[src/rtl/bctl_pkg.sv]
package bctl_pkg;

    // Width of the operation-code field at the bottom of the register.
    localparam int OP_W = 3;

    localparam logic [OP_W-1:0] OPC_PRPG  = 3'b000;
    localparam logic [OP_W-1:0] OPC_PSA   = 3'b010;
    localparam logic [OP_W-1:0] OPC_COUNT = 3'b011;

    // Decoded engine mode.
    typedef enum logic [1:0] {
        MODE_HOLD  = 2'd0,
        MODE_PRPG  = 2'd1,
        MODE_PSA   = 2'd2,
        MODE_COUNT = 2'd3
    } mode_e;

endpackage

[src/rtl/bctl_scan_stage.sv]
// Shadow (shift) and active (update) stages of the control register.
module bctl_scan_stage #(
    parameter int          CL        = 11,
    parameter logic [CL-1:0] RESET_VAL = 11'b00000000010
) (
    input  logic          clk,
    input  logic          rst_n,
    input  logic          tlr,
    input  logic          dr_sel,
    input  logic          dr_shift,
    input  logic          dr_update,
    input  logic          scan_in,
    output logic [CL-1:0] shadow,
    output logic [CL-1:0] active,
    output logic          scan_out
);

    typedef struct packed {
        logic [CL-1:0] shadow;
        logic [CL-1:0] active;
    } stage_t;

    stage_t st_d, st_q;

    always_comb begin
        st_d = st_q;
        if (tlr) begin
            st_d.shadow = RESET_VAL;
            st_d.active = RESET_VAL;
        end else if (dr_sel) begin
            if (dr_shift) begin
                st_d.shadow = {scan_in, st_q.shadow[CL-1:1]};
            end
            if (dr_update) begin
                st_d.active = st_q.shadow;
            end
        end
    end

    always_ff @(posedge clk or negedge rst_n) begin
        if (!rst_n) begin
            st_q.shadow <= RESET_VAL;
            st_q.active <= RESET_VAL;
        end else begin
            st_q <= st_d;
        end
    end

    assign shadow   = st_q.shadow;
    assign active   = st_q.active;
    assign scan_out = st_q.shadow[0];

endmodule

[src/rtl/bctl_decode.sv]
// Splits the active register into masks and a decoded operation mode.
module bctl_decode
    import bctl_pkg::*;
#(
    parameter int W  = 8,
    localparam int CL = W + OP_W
) (
    input  logic [CL-1:0] ctrl,
    output mode_e         mode,
    output logic [W-1:0]  mask
);

    logic [OP_W-1:0] opc;

    assign opc  = ctrl[OP_W-1:0];
    assign mask = ctrl[CL-1:OP_W];

    always_comb begin
        case (opc)
            OPC_PRPG:  mode = MODE_PRPG;
            OPC_PSA:   mode = MODE_PSA;
            OPC_COUNT: mode = MODE_COUNT;
            default:   mode = MODE_HOLD;
        endcase
    end

endmodule

[src/rtl/bctl_engine.sv]
// Shared LFSR / signature / counter state for the data slice.
module bctl_engine
    import bctl_pkg::*;
#(
    parameter int           W    = 8,
    parameter logic [W-1:0] TAPS = 8'b1011_1000,
    parameter logic [W-1:0] SEED = 8'h01
) (
    input  logic         clk,
    input  logic         rst_n,
    input  logic         tlr,
    input  logic         advance,
    input  mode_e        mode,
    input  logic [W-1:0] mask,
    input  logic [W-1:0] data_in,
    output logic [W-1:0] state
);

    typedef struct packed {
        logic [W-1:0] sig;
    } eng_t;

    eng_t          eng_d, eng_q;
    logic [W-1:0]  tap_bits;
    logic [W-1:0]  gated_in;
    logic          feedback;
    logic [W-1:0]  lfsr_next;

    // Per-input gating and per-stage tap selection.
    for (genvar i = 0; i < W; i++) begin : g_bit
        assign gated_in[i] = data_in[i] & ~mask[i];
        assign tap_bits[i] = eng_q.sig[i] & TAPS[i];
    end

    assign feedback  = ^tap_bits;
    assign lfsr_next = {eng_q.sig[W-2:0], feedback};

    always_comb begin
        eng_d = eng_q;
        if (tlr) begin
            eng_d.sig = SEED;
        end else if (advance) begin
            case (mode)
                MODE_PRPG:  eng_d.sig = lfsr_next;
                MODE_PSA:   eng_d.sig = lfsr_next ^ gated_in;
                MODE_COUNT: eng_d.sig = eng_q.sig + W'(1);
                default:    eng_d.sig = eng_q.sig;
            endcase
        end
    end

    always_ff @(posedge clk or negedge rst_n) begin
        if (!rst_n) begin
            eng_q.sig <= SEED;
        end else begin
            eng_q <= eng_d;
        end
    end

    assign state = eng_q.sig;

endmodule

[src/rtl/bctl_test_reg.sv]
// Boundary-control register with its built-in test-operation engine.
module bctl_test_reg
    import bctl_pkg::*;
#(
    parameter int           W    = 8,
    parameter logic [W-1:0] TAPS = 8'b1011_1000,
    parameter logic [W-1:0] SEED = 8'h01
) (
    input  logic         clk,
    input  logic         rst_n,
    input  logic         tlr,
    input  logic         dr_sel,
    input  logic         dr_capture,
    input  logic         dr_shift,
    input  logic         dr_update,
    input  logic         rti,
    input  logic         run_instr,
    input  logic         scan_in,
    output logic         scan_out,
    input  logic [W-1:0] data_in,
    output logic [W-1:0] pattern_out
);

    localparam int            CL        = W + OP_W;
    localparam logic [CL-1:0] RESET_VAL = {{W{1'b0}}, OPC_PSA};

    logic [CL-1:0] ctrl_shadow;
    logic [CL-1:0] ctrl_active;
    mode_e         mode;
    logic [W-1:0]  mask;
    logic          advance;

    // Capture has no effect on this register; the strobe is accepted so
    // the register fits the common data-register interface.
    logic unused_capture;
    assign unused_capture = dr_capture;

    assign advance = rti & run_instr;

    bctl_scan_stage #(
        .CL        (CL),
        .RESET_VAL (RESET_VAL)
    ) u_stage (
        .clk       (clk),
        .rst_n     (rst_n),
        .tlr       (tlr),
        .dr_sel    (dr_sel),
        .dr_shift  (dr_shift),
        .dr_update (dr_update),
        .scan_in   (scan_in),
        .shadow    (ctrl_shadow),
        .active    (ctrl_active),
        .scan_out  (scan_out)
    );

    bctl_decode #(
        .W (W)
    ) u_decode (
        .ctrl (ctrl_active),
        .mode (mode),
        .mask (mask)
    );

    bctl_engine #(
        .W    (W),
        .TAPS (TAPS),
        .SEED (SEED)
    ) u_engine (
        .clk     (clk),
        .rst_n   (rst_n),
        .tlr     (tlr),
        .advance (advance),
        .mode    (mode),
        .mask    (mask),
        .data_in (data_in),
        .state   (pattern_out)
    );

endmodule

[config.mk]
export PLATFORM = sky130hd
export DESIGN_NAME = bctl_test_reg
export DESIGN_NICKNAME = d
export VERILOG_FILES = /design/src/rtl/bctl_pkg.sv /design/src/rtl/bctl_scan_stage.sv /design/src/rtl/bctl_decode.sv /design/src/rtl/bctl_engine.sv /design/src/rtl/bctl_test_reg.sv
export SDC_FILE = /design/constraint.sdc
export NUM_CORES = 1
export LEC_CHECK = 0
export BUFFER_PORTS_ARGS = -buffer_cell sky130_fd_sc_hd__buf_2
export CAP_MARGIN = 5
export CORE_MARGIN = 1.5
export CORE_UTILIZATION = 47
export DETAILED_ROUTE_END_ITERATION = 10
export PLACE_DENSITY = 0.78
export SLEW_MARGIN = 10
export SYNTH_ARGS = -nofsm -noshare
export SYNTH_HDL_FRONTEND = slang
export SYNTH_SLANG_ARGS = --single-unit
[constraint.sdc]
create_clock -name clk -period 2.5 [get_ports clk]
set_input_delay 0.375 -clock clk [delete_from_list [all_inputs] [get_ports clk]]
set_output_delay 0.375 -clock clk [all_outputs]
set_load 0.02 [all_outputs]
==> summary.md <==
| Metric | Value |
|---|---|
| Syn_area_per_cell | `around 8.5 um2` |
| Buffers on Ports | `25` |
| Data required, critical path | `about 2700 ps` |
| Crit end category | `flop` |
| Cells after Synth | `between 200 and 250` |
| Max clock buf depth | `2` |
| Met2 Wirelength | `1820 um` |
| Drt first pass iters | `4` |
| Hold Vio Cnt, Final | `0` |
| HP Class | `in2async` |
| Mapped Area | `1740 um2` |
| Leakage power | `roughly 0.85 nW` |
| Final net count | `between 200 and 250` |
| Critical path class | `reg2reg` |
| # hold bufs at CTS | `0` |
| Int Pwr | `about 790 uW` |
| Largest net degree at the start of global routing | `31` |
| Relative slew slack | `0.547` |
| Min Tclk post-route | `between 1500 and 2000 ps` |
| Vias | `1513` |
| PostCTS Resize Cnt | `0` |
| Initial Util | `0.505` |
| Switching Share | `0.277` |
| VDD IR max | `a little over 0.3 mV` |
| Sequential area share after synthesis | `0.434` |
| Core Region | `about 3400 um2` |
| CP Data Arrival Time | `around 2000 ps` |
| DRT met1 WL | `1740 um` |
| DR DRC count | `0` |
| Outcome | `complete, no violations` |
| FFs w/ async S/R, synth | `1.00` |
| Final setup fails | `0` |
| First-pass GRT wire length | `6530 um` |
| Initial drt markers | `between 100 and 150` |
| GR Util All Layers | `0.206` |
| Syn_nets | `225` |
| Initial antenna violation count | `0` |
| Hold WS | `about 120 ps` |
| Clk_lat worst skew | `roughly 290 ps` |
| Number of H-tree levels | `2` |
| Total Wirelength | `~3800 um` |
| Die span in y | `between 60 and 70 um` |
| Clock sinks | `30` |
| Sequential fraction of design power | `0.485` |
| Dpl hpwl | `2590 um` |
| Warning count from the yosys run | `0` |
| Uppermost layer routed | `met4` |
| Total power | `around 1.1 mW` |
| Fin Setup TNS | `0 ps` |
| MaxCap Viol Count | `0` |
| Final Util | `0.573` |
| TritonCTS clock tree | `done` |
| Crit share post-route | `0.704` |
| Layout Cells excl Fill | `between 200 and 300` |
| Antenna cells | `0` |
| Fmax | `approximately 570 MHz` |
| Post-synth EDFFs | `0` |
| Setup Fix Bufs, Post-CTS | `0` |
| Drt wl/cell | `between 10 and 15 um` |
| RSZ-0062 raised after global routing | `no` |
| Routed wl met3 | `between 100 and 150 um` |
| Die footprint | `4070 um2` |
| Worst Max-Slew Pin Slew | `slightly below 700 ps` |
| CP startpoint kind | `flop` |
| Vias in the first global route | `roughly 1400` |
| Total grt overflow | `0` |
| Finished Cell Area | `between 1500 and 2000 um2` |
| Synth Register Bits | `30` |
| Place WS | `~740 ps` |
| GPL Wtd Cong | `roughly 0.85` |
| Die X | `63.8 um` |
| Combinational share of power | `0.139` |
| Fin worst setup slack | `740 ps` |
| I/O pin count | `27` |
| Worst Reg-to-Reg Cells | `5` |
| Power per standard cell area | `552 nW/um2` |
| Layout Skew | `11.5 ps` |
| Distinct cells, synth | `39` |
| Share of cells above drive strength 1 | `0.181` |
| Pins Over Slew Limit | `0` |
| Num CTS Buffers | `5` |
| Synthesis-to-layout area growth | `13.5%` |
| Placed Area | `approximately 1900 um2` |
| Post-DRT Antenna Nets | `0` |
| Number of cell rows | `21` |
| Crit path max fanout | `8` |
| P_sw | `roughly 300 uW` |
| Clock power frac | `0.376` |
| Clock transition at path regs | `70 ps` |
| Clk root buf | `clkbuf_8` |
| Routed vias/inst | `approximately 5.5` |
| Ys flop type | `dfrtp_1` |
| Placed cell count | `between 200 and 300` |
-- synthesized netlist by cell type, types with 3 or more instances --
master | instances | area (um2)
buf_2 | 4 | 20.0
nor4bb_1 | 4 | 40.0
inv_1 | 4 | 15.0
nand3_1 | 6 | 30.0
nand2_1 | 60 | 225
clkbuf_1 | 8 | 30.0
or2_2 | 4 | 25.0
a21oi_1 | 20 | 100
o211ai_1 | 6 | 45.0
o21ai_0 | 4 | 20.0
nor2_1 | 3 | 11.3
and2_1 | 3 | 18.8
dfstp_2 | 3 | 78.8
nor2b_1 | 5 | 31.3
dfrtp_1 | 27 | 676
mux2i_1 | 5 | 50.1
nand2b_1 | 5 | 31.3
o2111ai_1 | 6 | 52.6
-- cells by family after synthesis --
kind of cell             count (synthesis)  synth area share
AO/OA/AOI/OAI                           50             0.191
XOR/XNOR                                 3            0.0231
adder cells (fa/ha/maj)                  2            0.0144
buffers and inverters                   17            0.0403
flip-flops                              30             0.434
multiplexers                             5            0.0288
AND/OR/NAND/NOR                         98             0.268
-- flip-flops by register name, indices dropped and copies added (netlist names) --
register        cells
u_stage.shadow     11
u_stage.active     11
u_engine.state      8
-- final cells by class --
cell class              instances  area (um2)
clock buffers                   7        86.3
clock inverters                 1        5.00
fillers                       328        1470
inverters                       4        15.0
multi-input cells             158         912
flip-flops and latches         30         754
well taps                      46        57.6
repair buffers                 27         140
-- worst paths after layout --
path                                            to               from  slack (ps)
worst min register to register   u_stage.active[1]  u_stage.shadow[1]         490
max in group asynchronous        u_stage.shadow[7]              rst_n        1930
worst min-delay path             u_engine.state[2]              rst_n         120
worst max-delay path             u_engine.state[6]  u_engine.state[0]         740
min in group clk                u_stage.shadow[10]            scan_in         330
worst max register to register   u_engine.state[6]  u_engine.state[0]         740
-- power groups by stage --
stage | Clock, mW | Sequential [mW] | Combinational, mW
floorplan | 0 | 0.539 | 0.0973
global placement | 0 | 0.536 | 0.151
detailed placement | 0 | 0.536 | 0.153
CTS | 0.421 | 0.527 | 0.153
global route | 0.449 | 0.530 | 0.171
finish | 0.409 | 0.528 | 0.152
-- critical path: stages, from the launching register on --
cell	delay, ps
dfstp_2	590
ha_1	220
nand4_1	150
o21a_1	200
a2111oi_0	370
a211o_1	150
-- per-layer routing --
| layer | global-route usage | up-vias |
|---|---|---|
| met2 | 0.341 | 39 |
| met5 | 0 | - |
| met4 | 0.114 | 0 |
| li1 | - | 764 |
| met1 | 0.244 | 703 |
| met3 | 0.0511 | 7 |
-- cells in the final DEF, fill, tap and decap left out, types with 6 or more instances in the layout --
master,instances
nand2_1,60
o211ai_1,6
o2111ai_1,6
dfrtp_1,27
nand3_1,6
clkbuf_8,6
buf_2,25
a21oi_1,20
Power figures use the tool's default switching activity.
